**config.mk**
```make
export PLATFORM = sky130hd
export DESIGN_NAME = tx_ring_engine
export DESIGN_NICKNAME = d
export VERILOG_FILES = /design/src/rtl/txr_pkg.sv /design/src/rtl/txr_ring_ptr.sv /design/src/rtl/txr_byte_feed.sv /design/src/rtl/tx_ring_engine.sv
export SDC_FILE = /design/constraint.sdc
export NUM_CORES = 1
export LEC_CHECK = 0
export BUFFER_PORTS_ARGS = -buffer_cell sky130_fd_sc_hd__buf_2
export CAP_MARGIN = 20
export CORE_MARGIN = 5
export CORE_UTILIZATION = 55
export DETAILED_ROUTE_END_ITERATION = 10
export PLACE_DENSITY = 0.77
export SLEW_MARGIN = 20
export SYNTH_ARGS = -nofsm -noshare
export SYNTH_HDL_FRONTEND = slang
export SYNTH_SLANG_ARGS = --single-unit
export TNS_END_PERCENT = 50
```
**constraint.sdc**
```tcl
create_clock -name clk -period 6.55 [get_ports clk]
set_clock_uncertainty 0.1 [all_clocks]
set_input_delay 0.9825 -clock clk [delete_from_list [all_inputs] [get_ports clk]]
set_output_delay 0.9825 -clock clk [all_outputs]
set_load 0.01 [all_outputs]
```
**src/rtl/txr_pkg.sv**
```systemverilog
package txr_pkg;
   // Descriptor geometry in 16-bit words
   localparam int unsigned DESC_WORDS = 4;
   localparam int unsigned OFS_STAT   = 0;
   localparam int unsigned OFS_LEN    = 1;
   localparam int unsigned OFS_PHI    = 2;
   localparam int unsigned OFS_PLO    = 3;

   // Status word bit positions (top bits of the word)
   localparam int unsigned BIT_RDY  = 15;
   localparam int unsigned BIT_WRAP = 14;
   localparam int unsigned BIT_INT  = 13;
   localparam int unsigned BIT_LAST = 12;
   localparam int unsigned BIT_CRC  = 11;

   typedef enum logic [2:0] {
      S_IDLE,
      S_REQ,
      S_CAP,
      S_DREQ,
      S_DCAP,
      S_SEND,
      S_DONE
   } eng_state_t;
endpackage

```
**src/rtl/txr_ring_ptr.sv**
```systemverilog
module txr_ring_ptr
   import txr_pkg::*;
#(
   parameter int unsigned ADDR_W = 16
) (
   input  logic              clk,
   input  logic              rst_n,
   input  logic              start,
   input  logic              advance,
   input  logic              wrap,
   input  logic [ADDR_W-1:0] base_i,
   output logic [ADDR_W-1:0] cur_o
);
   localparam logic [ADDR_W-1:0] STEP = ADDR_W'(DESC_WORDS);

   logic              first_q;
   logic [ADDR_W-1:0] cur_q;

   always_ff @(posedge clk) begin
      if (!rst_n) begin
         first_q <= 1'b1;
         cur_q   <= '0;
      end else if (start && first_q) begin
         first_q <= 1'b0;
         cur_q   <= base_i;
      end else if (advance) begin
         cur_q <= wrap ? base_i : cur_q + STEP;
      end
   end

   assign cur_o = cur_q;
endmodule

```
**src/rtl/txr_byte_feed.sv**
```systemverilog
module txr_byte_feed #(
   parameter int unsigned ADDR_W = 16,
   parameter int unsigned LEN_W  = 16
) (
   input  logic              clk,
   input  logic              rst_n,
   input  logic              load,
   input  logic [LEN_W-1:0]  len_i,
   input  logic [ADDR_W-1:0] word_addr_i,
   input  logic              wload,
   input  logic [15:0]       word_i,
   input  logic              take,
   output logic [7:0]        byte_o,
   output logic              lo_o,
   output logic              rem_one_o,
   output logic [ADDR_W-1:0] addr_o
);
   logic [LEN_W-1:0]  rem_q;
   logic [15:0]       word_q;
   logic              lo_q;
   logic [ADDR_W-1:0] addr_q;

   always_ff @(posedge clk) begin
      if (!rst_n) begin
         rem_q  <= '0;
         word_q <= '0;
         lo_q   <= 1'b0;
         addr_q <= '0;
      end else if (load) begin
         rem_q  <= len_i;
         addr_q <= word_addr_i;
         lo_q   <= 1'b0;
      end else begin
         if (wload) begin
            word_q <= word_i;
            lo_q   <= 1'b0;
         end
         if (take) begin
            rem_q <= rem_q - LEN_W'(1);
            lo_q  <= ~lo_q;
            if (lo_q) addr_q <= addr_q + ADDR_W'(1);
         end
      end
   end

   assign byte_o    = lo_q ? word_q[7:0] : word_q[15:8];
   assign lo_o      = lo_q;
   assign rem_one_o = (rem_q == LEN_W'(1));
   assign addr_o    = addr_q;
endmodule

```
**src/rtl/tx_ring_engine.sv**
```systemverilog
module tx_ring_engine
   import txr_pkg::*;
#(
   parameter int unsigned ADDR_W = 16,
   parameter int unsigned LEN_W  = 16
) (
   input  logic              clk,
   input  logic              rst_n,
   input  logic              poll,
   input  logic [ADDR_W-1:0] ring_base,
   output logic              mem_rd,
   output logic              mem_we,
   output logic [ADDR_W-1:0] mem_addr,
   output logic [15:0]       mem_wdata,
   input  logic [15:0]       mem_rdata,
   output logic              tx_valid,
   output logic [7:0]        tx_data,
   output logic              tx_last,
   output logic              tx_crc,
   input  logic              tx_ready,
   input  logic              tx_err,
   output logic              irq_txb
);
   localparam int unsigned     IDX_W    = $clog2(DESC_WORDS);
   localparam logic [IDX_W-1:0] IDX_STAT = IDX_W'(OFS_STAT);
   localparam logic [IDX_W-1:0] IDX_LEN  = IDX_W'(OFS_LEN);
   localparam logic [IDX_W-1:0] IDX_PHI  = IDX_W'(OFS_PHI);
   localparam logic [IDX_W-1:0] IDX_PLO  = IDX_W'(OFS_PLO);
   localparam logic [15:0]      RDY_MASK = 16'(1) << BIT_RDY;

   if (ADDR_W < 4 || ADDR_W > 30) begin : g_bad_addr_w
      $error("tx_ring_engine: ADDR_W must lie in 4..30");
   end
   if (LEN_W < 1 || LEN_W > 16) begin : g_bad_len_w
      $error("tx_ring_engine: LEN_W must lie in 1..16");
   end

   eng_state_t        state_q, state_d;
   logic [IDX_W-1:0]  idx_q;
   logic [15:0]       stat_q;
   logic [15:0]       phi_q;
   logic [LEN_W-1:0]  len_q;

   logic [ADDR_W-1:0] cur_addr;
   logic [ADDR_W-1:0] feed_addr;
   logic              feed_load, feed_wload, feed_take;
   logic              feed_lo, feed_rem_one;
   logic [7:0]        feed_byte;
   logic              start, advance;
   logic [31:0]       ptr_full;
   logic [ADDR_W-1:0] ptr_word;
   logic              unused_ptr_bits;

   assign start           = (state_q == S_IDLE) && poll;
   assign ptr_full        = {phi_q, mem_rdata};
   assign ptr_word        = ptr_full[ADDR_W:1];
   assign unused_ptr_bits = ^{ptr_full[31:ADDR_W+1], ptr_full[0]};

   txr_ring_ptr #(.ADDR_W(ADDR_W)) u_ring_ptr (
      .clk     (clk),
      .rst_n   (rst_n),
      .start   (start),
      .advance (advance),
      .wrap    (stat_q[BIT_WRAP]),
      .base_i  (ring_base),
      .cur_o   (cur_addr)
   );

   txr_byte_feed #(.ADDR_W(ADDR_W), .LEN_W(LEN_W)) u_byte_feed (
      .clk         (clk),
      .rst_n       (rst_n),
      .load        (feed_load),
      .len_i       (len_q),
      .word_addr_i (ptr_word),
      .wload       (feed_wload),
      .word_i      (mem_rdata),
      .take        (feed_take),
      .byte_o      (feed_byte),
      .lo_o        (feed_lo),
      .rem_one_o   (feed_rem_one),
      .addr_o      (feed_addr)
   );

   always_comb begin
      state_d    = state_q;
      feed_load  = 1'b0;
      feed_wload = 1'b0;
      feed_take  = 1'b0;
      advance    = 1'b0;
      unique case (state_q)
         S_IDLE: if (poll) state_d = S_REQ;
         S_REQ:  state_d = S_CAP;
         S_CAP: begin
            if (idx_q == IDX_STAT && !mem_rdata[BIT_RDY]) begin
               state_d = S_IDLE;
            end else if (idx_q == IDX_PLO) begin
               feed_load = 1'b1;
               state_d   = (len_q == '0) ? S_DONE : S_DREQ;
            end else begin
               state_d = S_REQ;
            end
         end
         S_DREQ: state_d = tx_err ? S_DONE : S_DCAP;
         S_DCAP: begin
            if (tx_err) begin
               state_d = S_DONE;
            end else begin
               feed_wload = 1'b1;
               state_d    = S_SEND;
            end
         end
         S_SEND: begin
            if (tx_err) begin
               state_d = S_DONE;
            end else if (tx_ready) begin
               feed_take = 1'b1;
               if (feed_rem_one)  state_d = S_DONE;
               else if (feed_lo)  state_d = S_DREQ;
            end
         end
         S_DONE: begin
            advance = 1'b1;
            state_d = S_REQ;
         end
         default: state_d = S_IDLE;
      endcase
   end

   always_ff @(posedge clk) begin
      if (!rst_n) begin
         state_q <= S_IDLE;
         idx_q   <= '0;
         stat_q  <= '0;
         phi_q   <= '0;
         len_q   <= '0;
      end else begin
         state_q <= state_d;
         if (state_q == S_CAP) begin
            if (idx_q == IDX_STAT) stat_q <= mem_rdata;
            if (idx_q == IDX_LEN)  len_q  <= mem_rdata[LEN_W-1:0];
            if (idx_q == IDX_PHI)  phi_q  <= mem_rdata;
            if (state_d == S_REQ)  idx_q  <= idx_q + IDX_W'(1);
            else                   idx_q  <= '0;
         end else if (state_q == S_DONE || state_q == S_IDLE) begin
            idx_q <= '0;
         end
      end
   end

   always_comb begin
      unique case (state_q)
         S_REQ:   mem_addr = cur_addr + ADDR_W'(idx_q);
         S_DREQ:  mem_addr = feed_addr;
         default: mem_addr = cur_addr;
      endcase
   end

   assign mem_rd    = (state_q == S_REQ) || (state_q == S_DREQ);
   assign mem_we    = (state_q == S_DONE);
   assign mem_wdata = stat_q & ~RDY_MASK;
   assign tx_valid  = (state_q == S_SEND);
   assign tx_data   = feed_byte;
   assign tx_last   = (state_q == S_SEND) && feed_rem_one && stat_q[BIT_LAST];
   assign tx_crc    = tx_last && stat_q[BIT_CRC];
   assign irq_txb   = (state_q == S_DONE) && stat_q[BIT_INT];
endmodule

```
# Yosys cells after proc, flatten, opt, wreduce, memory -nomap -nowiden
# Index checks and enable logic that the tools add are counted.
classes:
  eq_ne: 11
  n_mux: 35
  mul: 0
  n_lt_le_gt_ge: 0
  shifts: 0
  bitwise: 3
  n_reduce_logical: 24
  n_div: 0
  n_addsub: 5
op_table:
  columns: ["op", "count"]
  rows:
  - ["2-to-1 mux 16 bit", 8]
  - ["case mux 16 bit (2 select lines)", 1]
  - ["2-to-1 mux 3 bit", 8]
  - ["case mux 3 bit (7 select lines)", 1]
  - ["adder 16 x 1 -> 16 bit (second input constant)", 1]
  - ["adder 16 x 2 -> 16 bit", 1]
  - ["adder 16 x 3 -> 16 bit (second input constant)", 1]
  - ["equality test 16 x 1 -> 1 bit (second input constant)", 1]
  - ["zero test 16 bit", 1]
  - ["subtractor 16 x 1 -> 16 bit (second input constant)", 1]
  - ["2-to-1 mux 1 bit", 11]
  - ["2-to-1 mux 2 bit", 5]
  - ["AND reduction 2 bit", 5]
  - ["nonzero test 2 bit", 5]
  - ["equality test 3 bit (second input constant)", 3]
  - ["2-to-1 mux 8 bit", 1]
  - ["logical AND 1 bit", 7]
  - ["equality test 3 x 1 -> 1 bit (second input constant)", 2]
  - ["equality test 3 x 2 -> 1 bit (second input constant)", 2]
  - ["equality test 2 bit (second input constant)", 2]
  - ["zero test 3 bit", 1]
  - ["NOT 1 bit", 3]
  - ["adder 2 x 1 -> 2 bit (second input constant)", 1]
  - ["equality test 2 x 1 -> 1 bit (second input constant)", 1]
  - ["4 further kinds", 5]
word_totals:
  mem_bits_rw: 0
  reg_bits: 103
  memories: 0
  romBits: 0
  latch_bits: 0
  out_inout_bits: 46
  input_bits: 37
  wordCells: 89

# Depth between registers and ports, before layout
# Gate-level depths: netlist of run 1.
logic_depth:
  depth_word: 8
  mapped_depth: 8
  mapped_depth_nobuf: 6

# By module
# From an unflattened synthesis of run 1, not the netlist that was laid out.
hier_totals:
  hier_cells: 737
  hier_area_um2: 5671.7
modules_own_cells:
  columns: ["mod", "seq_area_each_um2", "area_each_um2", "n_inst", "cells_per_inst"]
  rows:
  - ["txr_byte_feed", 980.9, 2454.9, 1, 298]
  - ["tx_ring_engine", 740.7, 2269.7, 1, 313]
  - ["txr_ring_ptr", 340.3, 947.2, 1, 126]

# Worst setup path before layout of run 1
# No wires, ideal clock.
synth_timing:
  kind: "reg2out"
  startpoint: "reg u_byte_feed.rem_q[2]"
  endpoint: "out tx_crc"
  path_buffers: 1
  arrival_time_ns: 2.100
  setup_slack_ns: 3.368
  stages_incl_launch_ff: 6
  cell_sequence: "dfxtp_1 -> or4_4 -> or3_1 -> buf_6 -> nor4_1 -> and2_1"
synth_between:
  elab_chain_len: 4
synth_rtl:
  columns: ["element", "line_no", "source"]
  rows:
  - ["from (decl)", "txr_byte_feed.sv:18", "logic [LEN_W-1:0] rem_q;"]
  - ["from (signal assigned)", "txr_byte_feed.sv:30", "rem_q <= len_i;"]
  - ["from (signal assigned)", "txr_byte_feed.sv:39", "rem_q <= rem_q - LEN_W'(1);"]
  - ["equality test 16 x 1 -> 1 bit", "txr_byte_feed.sv:48", "assign rem_one_o = (rem_q == LEN_W'(1));"]
  - ["logical AND 1 bit (2 in series)", "tx_ring_engine.sv:163", "assign tx_last = (state_q == S_SEND) && feed_rem_one && stat_q[BIT_LAST];"]
  - ["net tx_last", "tx_ring_engine.sv:18", "output logic tx_last,"]
  - ["logical AND 1 bit", "tx_ring_engine.sv:164", "assign tx_crc = tx_last && stat_q[BIT_CRC];"]
  - ["to (decl)", "tx_ring_engine.sv:19", "output logic tx_crc,"]
# The timed path passes the listed nets, and every way through them passes these cells.

# Final worst setup path of run 1
layout_timing:
  startpoint: "reg state_q[1]"
  endpoint: "out mem_addr[10]"
layout_between:
  elab_chain_len: 2
layout_rtl:
  columns: ["element", "line_no", "source"]
  rows:
  - ["from (decl)", "tx_ring_engine.sv:38", "eng_state_t state_q, state_d;"]
  - ["from (signal assigned)", "tx_ring_engine.sv:137", "state_q <= state_d;"]
  - ["equality test 3 x 2 -> 1 bit or equality test 3 x 1 -> 1 bit (tied branches)", "tx_ring_engine.sv:151", "unique case (state_q)"]
  - ["case mux 16 bit (2 select lines) *", "tx_ring_engine.sv:151", null]
  - ["to (decl)", "tx_ring_engine.sv:13", "output logic [ADDR_W-1:0] mem_addr,"]
# Every way passes the cells marked *; elsewhere a longest branch is shown, timed or not.

==> qor.yml, run 1 <==
global_route:
  grt_start_max_net_pins: 54
  grt_antenna_before_repair: 0
  grt_pass1_wl_um: 27000
  grt_pass1_vias: 5323
  grt_usage_pct: 28.5
  overflow: 0
synth:
  synth_seq_area_share_pct: 37.5
  synth_cell_type_count: 70
  yosysMostFrequentCell: "nand2_1"
  syn_inst: 724
  synthFlopType: "dfxtp_1"
  yosys.area.top_type_share_pct: 37.5
  syn-num-nets: 772
  synth.cell_area_mm2: 0.00550
  syn_area_per_cell_um2: 7.60
  yosys-top-cells-count: "155 x nand2_1, 103 x dfxtp_1, 102 x a21oi_1"
  ys_warn_count: 0
  synth_top_cell_by_area: "dfxtp_1"
  synth_edf_count: 0
  async_reset_ff_share_pct: 0
  synth.area.top_cells: "dfxtp_1 37%, nand2_1 11%, a21oi_1 9.3%"
  ys_ff_latch: 103
status:
  status: "completed"
place:
  place.gp.congestion: 0.918
  hpwl_um: 12200
  port_buffers: 81
timing:
  period_share_pct: 58.0
  max_freq_mhz: 263
  slew_headroom_pct: 35.5
  hold_viol_final: 0
  slew_viol_final: 0
  rsz0062_at_grt: "no"
  setup_viol: 0
  setup_tns_ns: 0
  tightest_slew_ns: 0.967
  fin_crit_ns: 3.80
setup_path:
  required_ns: 5.47
  reg2reg_setup_slack_ns: 3.44
  arrival_ns: 2.72
  path_cells: "inv_1 > nor2_1 > nand2_1 > o311ai_0 > buf_2"
  start_kind: "flip-flop"
  crit_type: "flip-flop to primary output"
  rr_worst_depth: 5
  crit_fanout: 30
  r2r_end: "u_byte_feed.rem_q[0]"
  r2r_start: "state_q[1]"
  cp-end-kind: "primary output"
  crit_path_max_incr_delay_ns: 0.97
  cp_slowest_cell: "dfxtp_1"
finish:
  drive_above_1_share_pct: 15.9
  antenna_cells: 0
  final_nets: 819
  syn_to_final_growth_pct: 10.5
  post-route-util_pct: 62.2
routing:
  dr.first_iter.drc_count: 457
  finalWirelength_um: 16800
  drt_pre_antenna_iters: 5
  drt-vias-per-instance: 6.12
  route.detailed.drc: 0
  via_count: 5562
  antenna_left: 0
  wl_per_cell_um: 18.5
cts:
  cts_resized: 0
  clock_latency_ns: 0.40
  cts_max_path_buffers: 2
  cts_setup_buffers: 0
  h-tree-depth: 3
  clkSlewWorstSetupHoldPaths_ns: 0.10
  cts_tree: "done"
  numCtsBuffers: 9
  clkSinkCount: 103
  ctsRootBufferMaster: "clkbuf_8"
  cts_hold_buf: 0
power_and_ir_drop:
  intPower_w: 0.000843
  switching_share_pct: 30.5
  p_comb_share_pct: 11.5
  clkPwrFrac_pct: 33.3
  power_density_mw_per_mm2: 200
  vdd_drop_max_uv: 179
  p_sw_w: 0.000370
  seq_power_share_pct: 55.2
  leakagePower_nw: 2.27
hold_path:
  hold_depth: 2
  hold_path.class: "flip-flop to flip-flop"
  hp-start: "u_byte_feed.word_q[14]"
  min_to: "u_byte_feed.word_q[14]"
die:
  die_w_um: 110
  row_count: 36
  io_pins: 83
  core_mm2: 0.00977
  die_area_mm2: 0.0121
  initial_core_util_pct: 56.3
  fp.dieH_um: 110
job:
  cap_violations: 0
[power by group through the flow]
stage / Clock [W] / Sequential, W / Combinational, W
floorplan: 0 / 0.000670 / 0.0000924
global placement: 0 / 0.000681 / 0.000135
detailed placement: 0 / 0.000681 / 0.000138
CTS: 0.000412 / 0.000667 / 0.000138
global route: 0.000439 / 0.000673 / 0.000154
finish: 0.000404 / 0.000669 / 0.000140
[cell families (layout without fill, tap and decap cells)]
| kind of cell | Yosys count | after routing | share of synthesized area (%) |
|---|---|---|---|
| multiplexers | 13 | 13 | 2.57 |
| AO/OA/AOI/OAI | 218 | 218 | 24.0 |
| AND/OR/NAND/NOR | 307 | 307 | 26.6 |
| adder cells (fa/ha/maj) | 11 | 11 | 2.64 |
| other | 1 | 1 | 0.0681 |
| flip-flops | 103 | 103 | 37.5 |
| XOR/XNOR | 9 | 9 | 1.43 |
| buffers and inverters | 62 | 114 | 5.18 |
[flip-flops by register name (all words and copies together) (netlist names)]
| register | flops |
|---|---|
| idx_q | 2 |
| len_q | 16 |
| phi_q | 1 |
| stat_q | 15 |
| state_q | 3 |
| u_byte_feed.addr_o | 16 |
| u_byte_feed.lo_o | 1 |
| u_byte_feed.rem_q | 16 |
| u_byte_feed.word_q | 16 |
| u_ring_ptr.cur_o | 16 |
| u_ring_ptr.first_q | 1 |
[metrics by stage]
step           instance area [µm²]  hold WS (ns)  power [W]  cells  setup WS (ns)
4_1_cts                       6070         0.361    0.00122    909           2.84
5_1_grt                       6080         0.384    0.00127    909           2.53
3_5_place_dp                  5870         0.346   0.000819    893           3.19
3_3_place_gp                  5870         0.339   0.000816    893           3.29
6_report                      6080         0.360    0.00121    909           2.75
2_1_floorplan                 5500         0.333   0.000762    724           3.37
[worst max path at each step]
stage | start | end | slack (ns) | cells after the start
floorplan | u_byte_feed.rem_q[2] | tx_crc | 3.37 | 5
global placement | state_q[1] | u_byte_feed.addr_o[0] | 3.29 | 5
detailed placement | state_q[1] | u_byte_feed.addr_o[0] | 3.19 | 5
CTS | state_q[0] | mem_addr[15] | 2.84 | 7
global route | state_q[1] | mem_addr[2] | 2.53 | 5
finish | state_q[1] | mem_addr[10] | 2.75 | 5
[worst max-delay path, delay by kind of cell, from the launching register on]
kind | cells | cell delay (ns)
AO/OA/AOI/OAI | 1 | 0.11
buffers and inverters | 2 | 0.60
flip-flops | 1 | 0.97
AND/OR/NAND/NOR | 2 | 0.65
[cells in the final DEF (no fill, tap or decap), drive strengths merged, types with 9 or more instances in the layout]
cell / n
nand2: 155
mux2: 9
o211ai: 9
clkbuf: 9
a21oi: 102
ha: 10
buf: 84
nor3: 11
a31oi: 10
inv: 18
o21ai: 36
and3: 10
nand3: 28
dfxtp: 103
or3: 9
nor2: 38
nor4: 13
[area by class of cell]
class	instances	area [µm²]
inverters	14	52.6
clock inverters	7	73.8
repair buffers	84	428
well taps	133	166
flip-flops and latches	103	2060
multi-input cells	559	3170
clock buffers	9	124
fillers	922	3690
[layer usage]
metal	share of wire (%)	GRT usage, %	routed length (µm)
met5	0	0	0
met4	2.3	9.62	392
met3	6.7	6.64	1120
met2	49	48.1	8260
met1	42	35.7	7010
Note: power is estimated with default switching activity, not from simulation.
==> run 2, diff against run 1 <==
Settings changed: CORE_UTILIZATION 55 to 52.
Clock period 6.55 ns to 3.25 ns, I/O delays scaled along.
==> run 2 against run 1 <==
Net effect: combinational power is 110% higher; largest power group unchanged; wire length fell by 1.6%; via count grew 2.1%; sequential power grew 100%; design area is 1.3% higher; worst setup slack lost 2.6 ns; non-clock buffer count is 12 higher.
==> qor.yml, run 2 (same netlist as run 1, synthesis figures left out) <==
finish:
  antenna_cells: 0  # unchanged
  syn_to_final_growth_pct: 11.9
  final_nets: 831  # +1.5%
  final_cells: 923  # +1.5%
  post-route-util_pct: 59.6  # -2.6 points
  drive_above_1_share_pct: 16.8  # +0.92 points
  fillerInstances: 973  # +5.5%
  final_cell_mix: "155 x nand2_1, 103 x dfxtp_1, 102 x a21oi_1"
  final_area_mm2: 0.00616  # +1.3%
  final_common_cell: "nand2_1"
setup_path:
  arrival_ns: 2.46  # -0.26 ns
  start_kind: "flip-flop"
  r2r_start: "state_q[1]"
  critPathLaunch: "state_q[1]"
  crit_path_max_incr_delay_ns: 0.78  # -0.19 ns
  crit_fanout: 21  # -30%
  path_cells: "inv_1 > nor2_1 > o21ai_0 > buf_2"
  cp-end-kind: "primary output"
  cp_slowest_cell: "dfxtp_1"
  reg2reg_setup_slack_ns: 0.62  # -2.82 ns
  cp-endpoint: "mem_addr[2]"
  crit_type: "flip-flop to primary output"
  rr_worst_depth: 6  # +1
  required_ns: 2.66  # -2.81 ns
  r2r_end: "u_byte_feed.addr_o[15]"
routing:
  route.detailed.drc: 0  # unchanged
  finalWirelength_um: 16500  # -1.6%
  dr.first_iter.drc_count: 450  # -1.5%
  wl_per_cell_um: 17.9  # -3.1%
  antenna_left: 0  # unchanged
  drt-vias-per-instance: 6.15  # +0.55%
  drt_pre_antenna_iters: 8  # +3
  via_count: 5679  # +2.1%
timing:
  max_freq_mhz: 328
  fin_crit_ns: 3.05
  tightest_slew_ns: 0.843  # -0.124 ns
  slew_viol_final: 0  # unchanged
  hold_viol_final: 0  # unchanged
  slew_headroom_pct: 43.8  # +8.3 points
  setup_viol: 0  # unchanged
  setup_tns_ns: 0  # unchanged
  rsz0062_at_grt: "no"
  period_share_pct: 93.9
die:
  row_count: 37  # +2.8%
  initial_core_util_pct: 53.3  # -3.0 points
  io_pins: 83  # unchanged
  fp.dieH_um: 113  # +2.6%
  core_mm2: 0.0103  # +5.6%
  die_area_mm2: 0.0127  # +5.2%
  die_w_um: 113  # +2.6%
cts:
  clkSlewWorstSetupHoldPaths_ns: 0.10  # about the same
  cts_hold_buf: 0  # unchanged
  cts_resized: 0  # unchanged
  clock_latency_ns: 0.39  # about the same
  clkSinkCount: 103  # unchanged
  h-tree-depth: 3  # unchanged
  ctsRootBufferMaster: "clkbuf_8"
  cts_setup_buffers: 0  # unchanged
  cts_tree: "done"
  cts_max_path_buffers: 2  # unchanged
  numCtsBuffers: 9  # unchanged
place:
  port_buffers: 81  # unchanged
  dp_cells: 908  # +1.7%
  post_dp_cell_area_mm2: 0.00596  # +1.6%
  hpwl_um: 11900  # -2.5%
  place.gp.congestion: 0.941  # +2.5%
hold_path:
  hold_path.class: "input pin to flip-flop"
global_route:
  overflow: 0  # unchanged
  grt_pass1_wl_um: 26200  # -2.8%
  grt_start_max_net_pins: 37  # -31%
  grt_pass1_vias: 5400  # +1.4%
  grt_antenna_before_repair: 0  # unchanged
  grt_usage_pct: 25.3  # -3.2 points
status:
  status: "completed"
power_and_ir_drop:
  leakagePower_nw: 2.32  # +2.5%
  vdd_drop_max_uv: 309  # +73%
  total_power_w: 0.00248  # +100%
  power_density_mw_per_mm2: 403  # +100%
job:
  cap_violations: 0  # unchanged
[run 2: per-layer routing]
layer | wire, µm | vias up | track usage, %
met3 | 1250 | 43 | 6.52
met2 | 7830 | 249 | 41.8
met5 | 0 | - | 0
met4 | 477 | 0 | 10.3
met1 | 6950 | 2666 | 31.5
li1 | - | 2721 | -
[run 2: final cells by class]
cell class,instances,area (µm²),share of cell area [%]
clock inverters,6,68.8,1.12
flip-flops and latches,103,2060,33.5
multi-input cells,559,3160,51.4
inverters,14,52.6,0.853
clock buffers,9,124,2.01
well taps,136,170,2.76
repair buffers,96,518,8.41
[run 2: report_power, final]
group / internal [W] / switching [W] / total [W] / leakage [nW]
Combinational: 0.000109 / 0.000183 / 0.000292 / 1.39
Clock: 0.000359 / 0.000487 / 0.000846 / 0.0965
Sequential: 0.00129 / 0.0000474 / 0.00134 / 0.833
Total: 0.00176 / 0.000718 / 0.00248 / 2.32
[run 2: worst min-delay path by stage]
stage                                startpoint                    end  slack (ns)  depth (start not counted)
after CTS                          ring_base[1]    u_ring_ptr.cur_o[1]        0.21                          3
after detailed placement  u_byte_feed.word_q[0]  u_byte_feed.word_q[0]        0.35                          2
after global routing              ring_base[15]   u_ring_ptr.cur_o[15]        0.21                          3
final                              ring_base[3]    u_ring_ptr.cur_o[3]        0.22                          3
after floorplan           u_byte_feed.word_q[0]  u_byte_feed.word_q[0]        0.33                          2
after global placement    u_byte_feed.word_q[0]  u_byte_feed.word_q[0]        0.34                          2
[run 2: per-stage QoR]
| stage | setup slack, ns | hold slack, ns |
|---|---|---|
| floorplan | 0.563 | 0.333 |
| global placement | 0.705 | 0.338 |
| detailed placement | 0.671 | 0.346 |
| CTS | 0.234 | 0.215 |
| global route | 0.0606 | 0.215 |
| finish | 0.199 | 0.223 |
[run 2: critical path: cells and delay by family (launching register included)]
kind / cells / cell delay (ns)
simple gates: 1 / 0.49
flops: 1 / 0.78
compound gates: 1 / 0.25
buf+inv: 2 / 0.55
